**src/rtl/ts_cap_pkg.sv**
```systemverilog
package ts_cap_pkg;

  typedef struct packed {
    logic [31:0] sec;
    logic [31:0] nsec;
    logic [15:0] seq;
    logic [3:0]  mtype;
    logic        dir_tx;
  } ts_entry_t;

  localparam int ENTRY_W  = $bits(ts_entry_t);
  localparam int REG_AW   = 4;
  localparam int REG_DW   = 16;

  localparam logic [REG_AW-1:0] A_CTRL   = 4'd0;
  localparam logic [REG_AW-1:0] A_RDCTL  = 4'd1;
  localparam logic [REG_AW-1:0] A_STATUS = 4'd2;
  localparam logic [REG_AW-1:0] A_W0     = 4'd4;
  localparam logic [REG_AW-1:0] A_W1     = 4'd5;
  localparam logic [REG_AW-1:0] A_W2     = 4'd6;
  localparam logic [REG_AW-1:0] A_W3     = 4'd7;
  localparam logic [REG_AW-1:0] A_SEQ    = 4'd8;
  localparam logic [REG_AW-1:0] A_INFO   = 4'd9;

  // Time slice: 0/1 = nanoseconds low/high, 2/3 = seconds low/high.
  function automatic logic [REG_DW-1:0] time_slice(ts_entry_t e, logic [1:0] idx);
    case (idx)
      2'd0:    return e.nsec[15:0];
      2'd1:    return e.nsec[31:16];
      2'd2:    return e.sec[15:0];
      default: return e.sec[31:16];
    endcase
  endfunction

  // Metadata word: type in [15:12], direction in bit 11.
  function automatic logic [REG_DW-1:0] info_word(ts_entry_t e);
    return {e.mtype, e.dir_tx, 11'd0};
  endfunction

endpackage

```
**src/rtl/ts_event_gate.sv**
```systemverilog
module ts_event_gate (
  input  logic sync_en,
  input  logic tx_en,
  input  logic rx_en,
  input  logic evt_valid,
  input  logic evt_tx,
  output logic accept
);
  logic dir_en;
  assign dir_en = evt_tx ? tx_en : rx_en;
  assign accept = evt_valid && sync_en && dir_en;
endmodule

```
**src/rtl/ts_entry_fifo.sv**
```systemverilog
module ts_entry_fifo #(
  parameter int DEPTH = 4,
  parameter int WIDTH = 85
) (
  input  logic             clk,
  input  logic             rst_n,
  input  logic             push,
  input  logic             pop,
  input  logic [WIDTH-1:0] wdata,
  output logic [WIDTH-1:0] head,
  output logic             empty,
  output logic             full,
  output logic             drop
);
  localparam int PW = (DEPTH > 1) ? $clog2(DEPTH) : 1;
  localparam int CW = $clog2(DEPTH + 1);

  logic [WIDTH-1:0] slots [DEPTH];
  logic [PW-1:0]    wr_ptr, rd_ptr;
  logic [CW-1:0]    count;
  logic             do_push, do_pop;

  function automatic logic [PW-1:0] next_ptr(logic [PW-1:0] p);
    return (p == PW'(DEPTH - 1)) ? '0 : p + 1'b1;
  endfunction

  assign empty   = (count == '0);
  assign full    = (count == CW'(DEPTH));
  assign do_push = push && !full;
  assign do_pop  = pop && !empty;
  assign drop    = push && full;
  assign head    = slots[rd_ptr];

  always_ff @(posedge clk) begin
    if (do_push) slots[wr_ptr] <= wdata;
  end

  always_ff @(posedge clk or negedge rst_n) begin
    if (!rst_n) begin
      wr_ptr <= '0;
      rd_ptr <= '0;
      count  <= '0;
    end else begin
      if (do_push) wr_ptr <= next_ptr(wr_ptr);
      if (do_pop)  rd_ptr <= next_ptr(rd_ptr);
      case ({do_push, do_pop})
        2'b10:   count <= count + 1'b1;
        2'b01:   count <= count - 1'b1;
        default: count <= count;
      endcase
    end
  end

  a_r8_count_bound: assert property (@(posedge clk) disable iff (!rst_n)
    count <= CW'(DEPTH));
  a_r9_full_drop: assert property (@(posedge clk) disable iff (!rst_n)
    (push && full && !pop) |=> full);
  a_r10_push_pop: assert property (@(posedge clk) disable iff (!rst_n)
    (push && !full && pop && !empty) |=> $stable(count));
endmodule

```
**src/rtl/ts_read_ctl.sv**
```systemverilog
module ts_read_ctl (
  input  logic clk,
  input  logic rst_n,
  input  logic wr_start,
  input  logic wr_end,
  input  logic empty,
  output logic frozen,
  output logic pop
);
  assign pop = wr_end && frozen;

  always_ff @(posedge clk or negedge rst_n) begin
    if (!rst_n)                   frozen <= 1'b0;
    else if (pop)                 frozen <= 1'b0;
    else if (wr_start && !empty)  frozen <= 1'b1;
  end

  a_r6_hold: assert property (@(posedge clk) disable iff (!rst_n)
    (frozen && !wr_end) |=> frozen);
  a_r6_release: assert property (@(posedge clk) disable iff (!rst_n)
    (frozen && wr_end) |=> !frozen);
endmodule

```
**src/rtl/ts_capture_queue.sv**
```systemverilog
module ts_capture_queue
  import ts_cap_pkg::*;
#(
  parameter int DEPTH = 4
) (
  input  logic        clk,
  input  logic        rst_n,
  input  logic [31:0] time_sec,
  input  logic [31:0] time_nsec,
  input  logic        evt_valid,
  input  logic [15:0] evt_seq,
  input  logic [3:0]  evt_type,
  input  logic        evt_tx,
  input  logic        reg_wr,
  input  logic [3:0]  reg_addr,
  input  logic [15:0] reg_wdata,
  output logic [15:0] reg_rdata,
  output logic        irq_pending
);
  logic        sync_en, tx_en, rx_en, overflow;
  logic        accept, drop, empty, full, frozen, pop;
  logic        wr_start, wr_end, ovf_clear;
  ts_entry_t   new_entry, head_entry;
  logic [ENTRY_W-1:0] head_bits;
  logic        unused_wdata;

  assign unused_wdata = ^reg_wdata[15:3];
  assign wr_start  = reg_wr && (reg_addr == A_RDCTL) && reg_wdata[0];
  assign wr_end    = reg_wr && (reg_addr == A_RDCTL) && reg_wdata[1];
  assign ovf_clear = reg_wr && (reg_addr == A_STATUS) && reg_wdata[2];

  always_ff @(posedge clk or negedge rst_n) begin
    if (!rst_n) begin
      {rx_en, tx_en, sync_en} <= 3'b000;
    end else if (reg_wr && reg_addr == A_CTRL) begin
      {rx_en, tx_en, sync_en} <= reg_wdata[2:0];
    end
  end

  always_ff @(posedge clk or negedge rst_n) begin
    if (!rst_n)         overflow <= 1'b0;
    else if (drop)      overflow <= 1'b1;
    else if (ovf_clear) overflow <= 1'b0;
  end

  ts_event_gate u_gate (
    .sync_en  (sync_en),
    .tx_en    (tx_en),
    .rx_en    (rx_en),
    .evt_valid(evt_valid),
    .evt_tx   (evt_tx),
    .accept   (accept)
  );

  assign new_entry = '{sec: time_sec, nsec: time_nsec, seq: evt_seq,
                       mtype: evt_type, dir_tx: evt_tx};

  ts_entry_fifo #(.DEPTH(DEPTH), .WIDTH(ENTRY_W)) u_fifo (
    .clk  (clk),
    .rst_n(rst_n),
    .push (accept),
    .pop  (pop),
    .wdata(new_entry),
    .head (head_bits),
    .empty(empty),
    .full (full),
    .drop (drop)
  );

  assign head_entry = empty ? '0 : ts_entry_t'(head_bits);

  ts_read_ctl u_rdctl (
    .clk     (clk),
    .rst_n   (rst_n),
    .wr_start(wr_start),
    .wr_end  (wr_end),
    .empty   (empty),
    .frozen  (frozen),
    .pop     (pop)
  );

  assign irq_pending = !empty;

  always_comb begin
    case (reg_addr)
      A_CTRL:   reg_rdata = {13'd0, rx_en, tx_en, sync_en};
      A_STATUS: reg_rdata = {13'd0, overflow, irq_pending, 1'b0};
      A_W0:     reg_rdata = time_slice(head_entry, 2'd0);
      A_W1:     reg_rdata = time_slice(head_entry, 2'd1);
      A_W2:     reg_rdata = time_slice(head_entry, 2'd2);
      A_W3:     reg_rdata = time_slice(head_entry, 2'd3);
      A_SEQ:    reg_rdata = head_entry.seq;
      A_INFO:   reg_rdata = info_word(head_entry);
      default:  reg_rdata = '0;
    endcase
  end

  a_r7_irq_after_accept: assert property (@(posedge clk) disable iff (!rst_n)
    accept |=> irq_pending);
  a_r9_overflow_sticky: assert property (@(posedge clk) disable iff (!rst_n)
    (overflow && !ovf_clear) |=> overflow);
  a_r2_ignored_event: assert property (@(posedge clk) disable iff (!rst_n)
    (evt_valid && !sync_en && !pop) |=> $stable(irq_pending));
  a_r6_frozen_nonempty: assert property (@(posedge clk) disable iff (!rst_n)
    frozen |-> irq_pending);
endmodule

```
**config.mk**
```make
export PLATFORM = sky130hd
export DESIGN_NAME = ts_capture_queue
export DESIGN_NICKNAME = d
export VERILOG_FILES = /design/src/rtl/ts_cap_pkg.sv /design/src/rtl/ts_event_gate.sv /design/src/rtl/ts_entry_fifo.sv /design/src/rtl/ts_read_ctl.sv /design/src/rtl/ts_capture_queue.sv
export SDC_FILE = /design/constraint.sdc
export NUM_CORES = 1
export LEC_CHECK = 0
export BUFFER_PORTS_ARGS = -buffer_cell sky130_fd_sc_hd__buf_2
export CORE_AREA = 5 5 159 161
export CTS_CLUSTER_SIZE = 25
export DETAILED_ROUTE_END_ITERATION = 7
export DIE_AREA = 0 0 164 166
export HOLD_SLACK_MARGIN = 0.12
export MAX_ROUTING_LAYER = met4
export PLACE_DENSITY = 0.8
export RECOVER_POWER = 25
export SLEW_MARGIN = 5
export SYNTH_ARGS = -nofsm -noshare
export SYNTH_HDL_FRONTEND = slang
export SYNTH_SLANG_ARGS = --single-unit
```
**constraint.sdc**
```tcl
create_clock -name clk -period 4.7 [get_ports clk]
set_input_delay 0.47 -clock clk [delete_from_list [all_inputs] [get_ports clk]]
set_output_delay 0.47 -clock clk [all_outputs]
set_load 0.01 [all_outputs]
```
After elaboration in Yosys (flattened, before gate mapping) --
Memory sizes are Yosys's and may differ from the RTL's. Index checks and enable logic that the tools add are counted. Widths: inputs -> output; s select.
Storage, ports and cells: input bits 109, output and inout bits 17, memory bits (writable) 340, register bits after elaboration 12, word-level logic and storage cells 58, memories 1
Operators by class: reductions and logical operators 20, add/subtract/negate cells 4, multiplexer cells 12, eq/ne operators 13
Memories:
- u_fifo.slots | depth 4, bits a word 85, rd ports 1, clocked after memory_dff 0, write ports 1, line ts_entry_fifo.sv:18 | logic [WIDTH-1:0] slots [DEPTH];
Operators with widths (count):
- $pmux 16 s8 | 1
- $mux 85 | 1
- $eq 4x3->1 const B | 4
- $logic_and 1x1->1 | 13
- $eq 4x4->1 const B | 2
- $mux 1 | 7
- $eq 2x2->1 const B | 3
- $pmux 3 s2 | 1
- $reduce_bool 2->1 | 3
- $add 2x1->2 const B | 2
- $eq 4x1->1 const B | 1
- $eq 4x2->1 const B | 1
- $logic_not 4->1 | 1
- $mux 2 | 2
- $add 3x1->3 const B | 1
- $eq 3x3->1 const B | 1
- $logic_not 3->1 | 1
- $sub 3x1->3 const B | 1
- $eq 2x1->1 const B | 1
- $logic_not 1->1 | 2

Depth between registers and ports, before layout --
word-level depth 7, depth in mapped cells 10, gate-level depth less buffers 10

By module --
A second synthesis with hierarchy kept.
Second synthesis, totals: cell total of the unflattened synthesis 600, area, all modules 13688.1 µm²
By module, submodules not included:
- ts_entry_fifo | sequential area each 10385.0 µm², area each 12742.2 µm², instances 1, cells an instance 486
- ts_capture_queue | sequential area each 100.1 µm², area each 873.3 µm², instances 1, cells an instance 107
- ts_read_ctl | sequential area each 25.0 µm², area each 55.1 µm², instances 1, cells an instance 4
- ts_event_gate | sequential area each 0.0 µm², area each 17.5 µm², instances 1, cells an instance 3

Worst setup path before layout --
OpenSTA, ideal clock, no wires.
kind input -> register, from input port evt_tx, to memory u_fifo.slots[0][0] (enable), library setup time 453 ps, path buffers 0, arrival 3100 ps, path slack 1147 ps, required time 4247 ps, stages 4, cells stage by stage mux2_2 > nand3_1 > a21oi_1 > and2_1
Between the ends: longest elaborated chain between the ends 5
Ends and longest elaborated chain:
- start, declared | line ts_capture_queue.sv:13 | input logic evt_tx,
- $mux 1 | line ts_event_gate.sv:10 | assign dir_en = evt_tx ? tx_en : rx_en;
- $logic_and 1x1->1 | line ts_event_gate.sv:11 | assign accept = evt_valid && sync_en && dir_en;
- $logic_and 1x1->1 | line ts_entry_fifo.sv:29 | assign do_push = push && !full;
- $mux 1 | line ts_entry_fifo.sv:35 | if (do_push) slots[wr_ptr] <= wdata;
- $mux 1 (implied by the code) | line ts_entry_fifo.sv:35
- end, declared | line ts_entry_fifo.sv:18
Every way passes these cells.

Final worst setup path --
from register u_fifo.rd_ptr[0], to output port reg_rdata[2]
Between the ends: longest elaborated chain between the ends 3
Ends and longest elaborated chain:
- start, declared | line ts_entry_fifo.sv:19 | logic [PW-1:0] wr_ptr, rd_ptr;
- start signal, assigned | line ts_entry_fifo.sv:45 | if (do_pop) rd_ptr <= next_ptr(rd_ptr);
- $mem_v2 4x85
- $mux 85 | line ts_capture_queue.sv:70 | assign head_entry = empty ? '0 : ts_entry_t'(head_bits);
- $pmux 16 s8 | line ts_capture_queue.sv:85 | case (reg_addr)
- end, declared | line ts_capture_queue.sv:17 | output logic [15:0] reg_rdata,
Every way passes these cells.

==> impl_results.md <==
* Post-synthesis compound-gate area fraction at 2.979%
* Max Fclk at 0.2802 GHz
* Sequential cell area at 0.01052 mm²
* Leak pwr at 4.941 nW
* Synth Area in XOR/XNOR at 0.1919%
* Worst hold-check path type: primary input to flip-flop
* Area of the multi-input gates at 0.002983 mm²
* Initial Utilization at 57.49%
* Slew of the pin with the lowest slew margin at 1.237 ns
* Total Routed Length at 28.03 mm
* Synth Area in Simple Gates at 2.175%
* Status: complete, no violations
* Mean area per synthesized cell at 22.20 µm²
* Dpl hpwl at 17.10 mm
* PwrDens at 455.0 mW/mm²
* Synth-to-layout area growth at 14.00%
* Routed vias/inst at 6.080
* #FFs+latches synth at 352
* Adder and majority gate portion of the synthesized area at 0.6944%
* I/O pin count at 126
* Ys async rst share at 3.409%
* Synth cell types at 47
* Worst IR Drop VDD at 0.0003016 V
* Worst Hold Launch: reg_wdata[1]
* CP max FO at 31
* Fin Setup TNS at 0 ns
* Util after Layout at 65.54%
* Reg clk slew, reported paths at 0.06 ns
* Vias in the first global route at 7,019
* Post-synth EDFFs at 340
* Starting DRT DRC Count at 778
* Final hold vios at 0
* CTS Buffer Depth at 3
* Inst Count DP at 1,035
* Layout cell share with drive strength beyond 1 at 29.79%
* Clock tree root buffer cell: clkbuf_16
* DRC errors left at 0
* Post-synthesis mux area share at 15.62%
* First-pass GRT wire length at 42.34 mm
* Final setup fails at 0
* Register area share after synthesis at 76.75%
* Startpoint Class: flip-flop
* Worst path required time at 4.23 ns
* RSZ-0062 raised after global routing: no
* Vias at 6,694
* Fillers at 1,540
* Total track usage at 21.40%
* Largest family of logic cells by synthesized area: multiplexers
* H-tree depth at 2
* Cts bufs inserted at 34
* Sink Count at 352
* Primary FF master, synth: edfxtp_1
* Row cnt at 57
* CTS tree: yes
* Setup CP Type: flip-flop to primary output
* Largest net degree at the start of global routing at 73
* Cells after Synth at 617
* Setup crit start: u_fifo.rd_ptr[0]
* Initial antenna violation count at 5
* RR Startpoint: tx_en
* Antenna viol nets, final at 0
* Final Wtd Congestion at 0.8094
* Post-synth net total at 733
* Nets at 864
* Final Max Tran Viols at 0
* Final period util at 75.94%
* Die H at 166 µm
* Grt total ovfl at 0
* Die Area at 0.02722 mm²
* Latest clock arrival within the worst-skew pair at 0.52 ns
* Non-Filler Instances at 1,101
* Max-cap violations at 0
* Setup Skew at 0.02316 ns
* Resized cells post-CTS at 0
* TritonRoute pass-1 iters at 5
* Netlist Area Pre-Place at 0.01369 mm²
* Number of port buffers at 112
* Core area at 0.02382 mm²
* Crit. End Element: primary output
* Routed wire per std cell at 25.46 µm
* YS warnings at 0
* Final Critical Period at 3.569 ns
* Die width at 164 µm
* Critical path arrival at 3.10 ns
* Relative slew margins at 17.36%
-- placed cells by master, fill, tap and decap left out, types with 6 or more instances in the layout --
cell and count:
mux4_2 85, a22oi_1 15, nor2_1 7, clkbuf_1 56
nand2_1 25, ha_1 6, clkinv_1 12, buf_4 12
a31oi_1 13, a22o_1 6, clkbuf_16 37, dfrtp_1 10
edfxtp_1 340, buf_2 62, mux2_2 16, inv_1 7
-- what timing repair did --
item	CTS	global route
buffers inserted	0	0
hold buffers	1	0
hold endpoints to repair	12	0
-- stage by stage --
step | power (mW) | hold slack, ns | instance area [µm²] | worst slack, ns
final | 7.103 | 0.1676 | 15610 | 1.131
after global routing | 7.372 | 0.1758 | 15610 | 0.9426
after CTS | 7.161 | 0.1456 | 15660 | 1.060
after detailed placement | 4.626 | 0.3693 | 14610 | 1.614
after global placement | 4.569 | 0.3495 | 14610 | 1.633
after floorplan | 4.372 | 0.1744 | 13690 | 1.147
-- worst max-delay path: stages (launching register included) --
cell,delay (ns)
dfrtp_4,0.82
buf_4,0.43
mux4_2,0.55
a22o_1,0.25
a221oi_2,0.20
o21ai_1,0.13
buf_2,0.18
-- registers in the layout, indices dropped and copies added (netlist names) --
register / flops
u_fifo.rd_ptr: 2
sync_en: 1
u_fifo.wr_ptr: 2
u_rdctl.frozen: 1
u_fifo.slots: 340
u_fifo.count: 3
tx_en: 1
overflow: 1
rx_en: 1
-- cells in the mapped netlist, types with 2 or more instances --
master	count	share of area, %
a22o_1	6	0.38
nand2_1	25	0.69
mux2i_1	3	0.22
buf_2	14	0.51
buf_1	3	0.082
nand3_1	3	0.11
a32oi_1	4	0.26
o21ai_1	3	0.11
a21oi_1	5	0.18
clkbuf_1	5	0.14
buf_4	6	0.33
o21ai_0	2	0.073
a22oi_1	15	0.82
mux4_2	85	14
a32o_1	3	0.22
ha_1	6	0.55
xor2_1	2	0.13
dfrtp_1	12	2.2
buf_6	2	0.16
inv_1	7	0.19
a31oi_1	13	0.59
and2_1	5	0.23
mux2_2	16	1.3
nor2b_1	4	0.18
edfxtp_1	340	75
nor2_1	7	0.19
-- worst paths after layout --
path / depth (start not counted) / slack (ns) / end
max: 6 / 1.13 / reg_rdata[2]
min in group asynchronous: 2 / 0.37 / sync_en
max reg2reg: 5 / 1.85 / u_fifo.slots[0][44]
min reg2reg: 1 / 0.50 / u_rdctl.frozen
max in group asynchronous: 2 / 4.08 / u_fifo.rd_ptr[1]
min: 2 / 0.17 / u_rdctl.frozen
-- power by group --
part	internal (mW)	switching (mW)
clock network	1.48	1.08
registers	3.62	0.120
logic	0.404	0.409
total	5.50	1.61
-- cell families after synthesis --
logic type / count (synthesis)
and+or+nand+nor: 55
xor gates and xnor gates: 3
buffers and inverters: 39
adders and majority gates: 7
DFF: 352
AOI/OAI and AO/OA: 56
muxes: 105
-- layout make-up --
| cell class | instances | area share, % |
|---|---|---|
| well taps | 324 | 2.597 |
| inverters | 8 | 0.1924 |
| clock inverters | 17 | 0.6171 |
| multi-input cells | 226 | 19.11 |
| diodes | 5 | 0.08015 |
| flip-flops and latches | 352 | 67.37 |
| clock buffers | 43 | 6.075 |
| repair buffers | 126 | 3.959 |
-- layer usage --
metal / wire length (µm) / track usage [%] / vias to the layer above
li1: - / - / 2883
met1: 11090 / 29.11 / 3501
met2: 14460 / 33.88 / 265
met3: 1847 / 3.723 / 45
met4: 632 / 6.455 / 0
met5: 0 / - / -
No activity file was read; power rests on OpenSTA's default activity.
